$ cat config.mk
export PLATFORM = sky130hd
export DESIGN_NAME = rb_pair_pp
export DESIGN_NICKNAME = d
export VERILOG_FILES = /design/src/rtl/rbpp_pkg.sv /design/src/rtl/rbpp_tc_conv.sv /design/src/rtl/rbpp_booth_ctrl.sv /design/src/rtl/rbpp_mult_dp.sv /design/src/rtl/rb_pair_pp.sv
export SDC_FILE = /design/constraint.sdc
export NUM_CORES = 1
export LEC_CHECK = 0
export BUFFER_PORTS_ARGS = -buffer_cell sky130_fd_sc_hd__buf_2
export CAP_MARGIN = 30
export CORE_AREA = 4 4 41 43
export DETAILED_ROUTE_END_ITERATION = 16
export DIE_AREA = 0 0 45 47
export PLACE_DENSITY = 0.43
export SLEW_MARGIN = 20
export SYNTH_ARGS = -nofsm -noshare
export SYNTH_HDL_FRONTEND = slang
export SYNTH_SLANG_ARGS = --single-unit
export TNS_END_PERCENT = 50
$ cat constraint.sdc
create_clock -name vclk -period 2.6
set_input_delay 0.13 -clock vclk [all_inputs]
set_output_delay 0.13 -clock vclk [all_outputs]
set_load 0.01 [all_outputs]
$ cat src/rtl/rbpp_pkg.sv
package rbpp_pkg;
  localparam int PAIR_DIGITS = 2;
  localparam int TC_W        = PAIR_DIGITS + 1;
  localparam int PP_DIGITS   = 2 * PAIR_DIGITS;
  localparam int N_OPERANDS  = 2;

  // Booth-style selection strobes from control to datapath
  typedef struct packed {
    logic neg;
    logic one;
    logic two;
    logic three;
  } selStrobe_t;
endpackage

$ cat src/rtl/rbpp_tc_conv.sv
module rbpp_tc_conv
  import rbpp_pkg::*;
(
  input  logic [PAIR_DIGITS-1:0] digPlus,
  input  logic [PAIR_DIGITS-1:0] digMinus,
  output logic [TC_W-1:0]        tcWord
);
  // Fixed gate network, zero carry-in, no carry out of the pair
  assign tcWord[0] = digPlus[0] | digMinus[0];
  assign tcWord[1] = digMinus[0] ^ (digPlus[1] | digMinus[1]);
  assign tcWord[2] = ~digPlus[1] & (digMinus[0] | digMinus[1]);
endmodule

$ cat src/rtl/rbpp_booth_ctrl.sv
module rbpp_booth_ctrl
  import rbpp_pkg::*;
(
  input  logic [TC_W-1:0] mplierTc,
  output selStrobe_t      sel
);
  always_comb begin
    sel = '0;
    case (mplierTc)
      3'b001: sel.one = 1'b1;
      3'b010: sel.two = 1'b1;
      3'b011: sel.three = 1'b1;
      3'b111: begin sel.neg = 1'b1; sel.one = 1'b1; end
      3'b110: begin sel.neg = 1'b1; sel.two = 1'b1; end
      3'b101: begin sel.neg = 1'b1; sel.three = 1'b1; end
      default: sel = '0;  // zero multiple; 100 is unreachable from legal digits
    endcase
  end
endmodule

$ cat src/rtl/rbpp_mult_dp.sv
module rbpp_mult_dp
  import rbpp_pkg::*;
(
  input  logic [TC_W-1:0]      mcandTc,
  input  selStrobe_t           sel,
  output logic [PP_DIGITS-1:0] ppPlus,
  output logic [PP_DIGITS-1:0] ppMinus
);
  logic aSign, aMid, aLow;
  logic [PP_DIGITS-1:0] rawPlus, rawMinus;

  assign aSign = mcandTc[2];
  assign aMid  = mcandTc[1];
  assign aLow  = mcandTc[0];

  // Multiples are pure wiring of multiplicand bits onto the two halves
  always_comb begin
    rawPlus  = '0;
    rawMinus = '0;
    if (sel.one && !sel.neg) begin
      rawPlus  = {1'b0, aSign, aMid, aLow};
      rawMinus = {aSign, 3'b000};
    end else if (sel.two && !sel.neg) begin
      rawPlus  = {1'b0, aMid, aLow, 1'b0};
      rawMinus = {aSign, 3'b000};
    end else if (sel.three && !sel.neg) begin
      // +3a = 4a - a
      rawPlus  = {aMid, aLow, 2'b00};
      rawMinus = {aSign, aSign, aMid, aLow};
    end else if (sel.one && sel.neg) begin
      rawPlus  = {1'b0, aSign, 2'b00};
      rawMinus = {2'b00, aMid, aLow};
    end else if (sel.two && sel.neg) begin
      rawPlus  = {aSign, 3'b000};
      rawMinus = {1'b0, aMid, aLow, 1'b0};
    end else if (sel.three && sel.neg) begin
      // -3a = a - 4a
      rawPlus  = {aSign, aSign, aMid, aLow};
      rawMinus = {aMid, aLow, 2'b00};
    end
  end

  // Per-digit cancel keeps every output digit in a legal code
  for (genvar d = 0; d < PP_DIGITS; d++) begin : g_cancel
    assign ppPlus[d]  = rawPlus[d] & ~rawMinus[d];
    assign ppMinus[d] = rawMinus[d] & ~rawPlus[d];
  end
endmodule

$ cat src/rtl/rb_pair_pp.sv
module rb_pair_pp
  import rbpp_pkg::*;
(
  input  logic [PAIR_DIGITS-1:0] mcandPlus,
  input  logic [PAIR_DIGITS-1:0] mcandMinus,
  input  logic [PAIR_DIGITS-1:0] mplierPlus,
  input  logic [PAIR_DIGITS-1:0] mplierMinus,
  output logic [PP_DIGITS-1:0]   ppPlus,
  output logic [PP_DIGITS-1:0]   ppMinus
);
  logic [PAIR_DIGITS-1:0] opPlus  [N_OPERANDS];
  logic [PAIR_DIGITS-1:0] opMinus [N_OPERANDS];
  logic [TC_W-1:0]        opTc    [N_OPERANDS];
  selStrobe_t             sel;

  assign opPlus[0]  = mcandPlus;
  assign opMinus[0] = mcandMinus;
  assign opPlus[1]  = mplierPlus;
  assign opMinus[1] = mplierMinus;

  for (genvar k = 0; k < N_OPERANDS; k++) begin : g_conv
    rbpp_tc_conv u_conv (
      .digPlus  (opPlus[k]),
      .digMinus (opMinus[k]),
      .tcWord   (opTc[k])
    );
  end

  rbpp_booth_ctrl u_ctrl (
    .mplierTc (opTc[1]),
    .sel      (sel)
  );

  rbpp_mult_dp u_dp (
    .mcandTc (opTc[0]),
    .sel     (sel),
    .ppPlus  (ppPlus),
    .ppMinus (ppMinus)
  );
endmodule

==> run metrics, run 1 <==
setup TNS=0 ns; largest net degree at the start of global routing=14; Hold Buf Count CTS=0; Highest Clock Rate=705 MHz; run status=finished clean; worst vdd ir=0.0549 mV; Net Sw Power=37.2 uW; Finished Cell Area=377 um2; initial antenna violation count=0; layout cells sized above 1=29.5%; share of power burned in the clock network=0%; leakage=0.169 nW; endpoints failing setup=0; Fin. Hold Viols=0; vias in the first global route=302; sequential-to-total area share from yosys stat=0%; Netlist Area Pre-Place=288 um2; # port buffers=16; Max FO, Critical Path=13; Post-DP HPWL=688 um; total gr overflow=0; sequential cells=0; Worst Setup Start Kind=input pin; Arrival @ worst endpoint=1.29 ns; HP Class=in2out; drc violations=0; Switching Fraction=56.2%; # nets final=71; die height=47 um; Critical-path top delay cell=nor2b_1; diodes inserted=0; vias post-DR=384; crit end category=output pin; Core ar.=0.00130 mm2; Mapped Cells=47; unrepaired setup endpoints after global routing=false; Yosys warning count=0; WP data required=2.47 ns; most frequent cells in the layout=buf_2, o21ai_0, nand2_1; Max Cap Viol=0; critical path class=in2out; CTS resizes=0; register area=0 um2; Worst path most repeated cell=buf_2; Max-slew headroom=71.0%; P_int=29.0 uW; WHS Path Cells=4; GPL Wtd Cong=0.750; power density over the cells=176 mW/mm2; Mapped Avg Cell Area=6.12 um2; Combinational Power Share=100.0%; Final min period=1.42 ns; first-pass GRT wire length=1430 um; Hold Path End=ppMinus[0]; Max Transition Viols Final=0; Flop pwr share=0%; Die W=45 um; setup bufs post-CTS=0; routed len/inst=11.4 um; post-layout total power=66.2 uW; actual slew at the worst max-slew pin=0.434 ns; Site Rows=13; number of fill cells=165; Yosys cell types=27; die area=0.00212 mm2; initial core utilization=22.1%; post-synthesis net count=55; DR vias/cell=5.05; Placed Area=377 um2; CP Cell Sequence=buf_2 -> nor2b_1 -> nand3_1 -> a21boi_0 -> o32ai_1 -> buf_2; commonest non-fill, non-tap cell in the layout=buf_2; Slowest Stage Delay on Critical Path=0.38 ns; DRT Wirelength=865 um; hold path start=mcandPlus[0]; Post-DRT Antenna Nets=0; Hold Slack=0.658 ns; Iter 0 DRT Violations=11; Layout area overhead=30.9%; GRT Util Overall=8.34%; multi-input logic area=274 um2; clock buf count=0; I/O Pins=16; DR pass1 iterations=4; final cycle utilization of the critical path=54.5%
[per-stage QoR]
| stage | utilization [%] | std cells | setup WS (ns) |
|---|---|---|---|
| finish | 28.9 | 76 | 1.18 |
| global route | 28.9 | 76 | 1.05 |
| CTS | 28.9 | 76 | 1.19 |
| detailed placement | 28.9 | 76 | 1.21 |
| global placement | 28.9 | 76 | 1.22 |
| floorplan | - | 47 | 1.53 |
[worst max path at each step]
| stage | slack (ns) | cells after the start | end | from |
|---|---|---|---|---|
| 2_1_floorplan | 1.53 | 4 | ppMinus[1] | mcandMinus[0] |
| 3_3_place_gp | 1.22 | 6 | ppMinus[3] | mplierMinus[0] |
| 3_5_place_dp | 1.21 | 6 | ppMinus[3] | mplierMinus[0] |
| 4_1_cts | 1.19 | 6 | ppMinus[3] | mplierMinus[0] |
| 5_1_grt | 1.05 | 6 | ppMinus[3] | mplierMinus[0] |
| 6_report | 1.18 | 6 | ppMinus[3] | mplierMinus[0] |
[critical path, delay by kind of cell]
| kind | cells | cell delay, ns |
|---|---|---|
| simple gates | 2 | 0.51 |
| compound gates | 2 | 0.32 |
| buf+inv | 2 | 0.32 |
[per-layer routing]
metal	vias to the layer above	routed length [um]	share of wire, %	track usage, %
met2	7	404	47	12.7
li1	208	-	-	-
met3	0	27	3.1	0
met4	0	0	0	0
met5	-	0	0	0
met1	169	433	50	13.7
[Yosys cell counts (2+ instances only)]
master	n	area [um2]
a21boi_0	2	15.0
a21oi_1	3	15.0
buf_2	2	10.0
nand2_1	5	18.8
nand2b_1	2	12.5
nand3_1	2	10.0
nor2_1	3	11.3
nor2b_1	2	12.5
nor3_1	2	10.0
o21ai_0	6	30.0
o21ai_1	2	10.0
[power by group through the flow]
stage	Combinational, mW	Clock, mW	Sequential, mW
after global placement	0.0671	0	0
after CTS	0.0664	0	0
after floorplan	0.0414	0	0
final	0.0662	0	0
after global routing	0.0755	0	0
after detailed placement	0.0662	0	0
[logic make-up (layout without fill, tap and decap cells)]
kind of cell / Yosys count / in the layout / share of synthesized area (%)
buffers and inverters: 3 / 17 / 4.78
and+or+nand+nor: 20 / 20 / 38.7
adders and majority gates: 1 / 1 / 3.48
muxes: 1 / 1 / 3.48
AOI/OAI and AO/OA: 22 / 22 / 49.6
[layout make-up]
class / count / area share (%)
multi-input combinational: 44 / 72.8
timing repair buffer: 16 / 21.3
tap: 15 / 4.98
inverter: 1 / 0.997
Power figures use the tool's default switching activity.
==> run 2, diff against run 1 <==
Settings changed: PLACE_DENSITY 0.43 to 0.44.
Clock period 2.6 ns to 1.15 ns, I/O delays scaled along.
==> run 2 against run 1 <==
  * Combinational power grew to 3.1 times the previous value
  * Cell area grew 40%
  * Power grew to 3.1 times the previous value
  * Non-clock buffer count grew 13
  * Core utilization grew 12 points
  * First-iteration DRC count shrank 45%
  * Cell count grew 17%
  * Clock-buffer cell count is the same
  * Routed wire length grew 10%
  * Worst hold slack lost 0.082 ns
  * Largest power group unchanged
  * Highest routed layer unchanged
==> run metrics, run 2 (synthesis results as in run 1) <==
run status=finished clean; setup TNS=0 ns (unchanged); leakage=0.249 nW (+47%); largest net degree at the start of global routing=8 (-6); die area=0.00212 mm2 (unchanged); Site Rows=13 (unchanged); dpl cells=89 (+17%); worst vdd ir=0.147 mV (+170%); GRT Util Overall=8.97% (+0.63 points); # port buffers=16 (unchanged); Final min period=1.13 ns; commonest non-fill, non-tap cell in the layout=buf_2; most frequent cells in the layout=buf_2, buf_4, nand2_1, o21ai_0, a21oi_1; P_int=110 uW (+280%); layout cells sized above 1=47.3% (+18 points); vias in the first global route=376 (+25%); Iter 0 DRT Violations=6 (-5); setup bufs post-CTS=0 (unchanged); final cycle utilization of the critical path=98.6%; routed metal-1 wirelength=459 um (+6.0%); Highest Clock Rate=882 MHz; crit end category=output pin; Max FO, Critical Path=5 (-8); Detail Route met3 WL=58 um (+110%); vias post-DR=463 (+21%); Die W=45 um (unchanged); diodes inserted=0 (unchanged); critical path class=in2out; DRT Wirelength=955 um (+10%); sequential cells=0 (unchanged); met2 wire length=437 um (+8.2%); HP Class=in2out; endpoints failing setup=0 (unchanged); unrepaired setup endpoints after global routing=true; Worst Setup Start Kind=input pin; routed len/inst=10.7 um (-5.7%); register area=0 um2 (unchanged); Fin. Hold Viols=0 (unchanged); Arrival @ worst endpoint=1.08 ns (-0.21 ns); DR pass1 iterations=4 (unchanged); Net Sw Power=97.3 uW (+160%); Post-DRT Antenna Nets=0 (unchanged); Max Transition Viols Final=0 (unchanged); die height=47 um (unchanged); Layout area overhead=83.5%; Post-DP HPWL=825 um (+20%); Combinational Power Share=100.0% (about the same); Hold Slack=0.576 ns (-0.0819 ns); GPL Wtd Cong=0.748 (-0.20%); CP Capture Point=ppMinus[2]; drc violations=0 (unchanged); power density over the cells=393 mW/mm2 (+120%); DR vias/cell=5.20 (+3.0%); Core ar.=0.00130 mm2 (unchanged); Highest Signal Layer=met3; Hold Buf Count CTS=0 (unchanged); share of power burned in the clock network=0% (unchanged); Flop pwr share=0% (unchanged); # nets final=84 (+18%); Max-slew headroom=79.8% (+8.9 points); Cell Count, Final, Fillers Out=89 (+17%); Switching Fraction=46.9% (-9.3 points); clock buf count=0 (unchanged); I/O Pins=16 (unchanged); first-pass GRT wire length=1520 um (+6.3%); initial antenna violation count=0 (unchanged); initial core utilization=22.1% (unchanged); Max Cap Viol=0 (unchanged); WP data required=1.09 ns (-1.38 ns); actual slew at the worst max-slew pin=0.299 ns (-0.135 ns); worst setup path start=mcandMinus[0]; total gr overflow=0 (unchanged)
[run 2: cell types whose count changed in the layout (fill, tap and decap cells not counted), moves of 2 or more]
cell      before  now
buf_2         16   13
a21boi_0       2    0
buf_4          0   12
a21boi_1       0    2
[run 2: worst min-delay path by stage]
| stage | start | depth (start not counted) | endpoint | slack, ns |
|---|---|---|---|---|
| 2_1_floorplan | mcandPlus[1] | 2 | ppMinus[3] | 0.28 |
| 3_3_place_gp | mplierMinus[1] | 5 | ppMinus[0] | 0.57 |
| 3_5_place_dp | mplierMinus[1] | 5 | ppMinus[0] | 0.58 |
| 4_1_cts | mplierMinus[1] | 5 | ppMinus[0] | 0.58 |
| 5_1_grt | mplierMinus[1] | 4 | ppPlus[0] | 0.64 |
| 6_report | mplierMinus[1] | 5 | ppMinus[0] | 0.58 |
[run 2: what timing repair did]
action                                  4_1_cts  5_1_grt
resized for setup                             3       10
pin swaps                                     4        4
endpoints found under the setup margin        4        5
[run 2: per-layer routing]
layer	global-route usage [%]	up-vias
met5	0	-
met4	0	0
met3	0	0
met2	14.7	16
met1	13.9	213
li1	-	234
[run 2: final cells by class]
| cell class | instances | area [um2] |
|---|---|---|
| fill | 146 | 773 |
| inverter | 1 | 3.75 |
| multi-input combinational | 44 | 297 |
| tap | 15 | 18.8 |
| timing repair buffer | 29 | 209 |
[run 2: per-stage QoR]
stage / total power, mW / area [um2] / utilization (%) / setup slack, ns
after detailed placement: 0.192 / 487 / 37.4 / -0.0416
after floorplan: 0.0937 / 288 / - / 0.223
after global placement: 0.192 / 487 / 37.4 / -0.0277
after CTS: 0.195 / 493 / 37.9 / -0.0169
final: 0.208 / 528 / 40.6 / 0.0161
after global routing: 0.229 / 528 / 40.6 / -0.0612
[run 2: power groups by stage]
| stage | Sequential (mW) | Combinational (mW) | Clock (mW) |
|---|---|---|---|
| 2_1_floorplan | 0 | 0.0937 | 0 |
| 3_3_place_gp | 0 | 0.192 | 0 |
| 3_5_place_dp | 0 | 0.192 | 0 |
| 4_1_cts | 0 | 0.195 | 0 |
| 5_1_grt | 0 | 0.229 | 0 |
| 6_report | 0 | 0.208 | 0 |
[run 2: critical path, stage by stage]
cell and delay, ns:
buf_8 0.10, or3_4 0.40, nand3_1 0.11, o31a_1 0.14
and3_1 0.15, buf_2 0.12
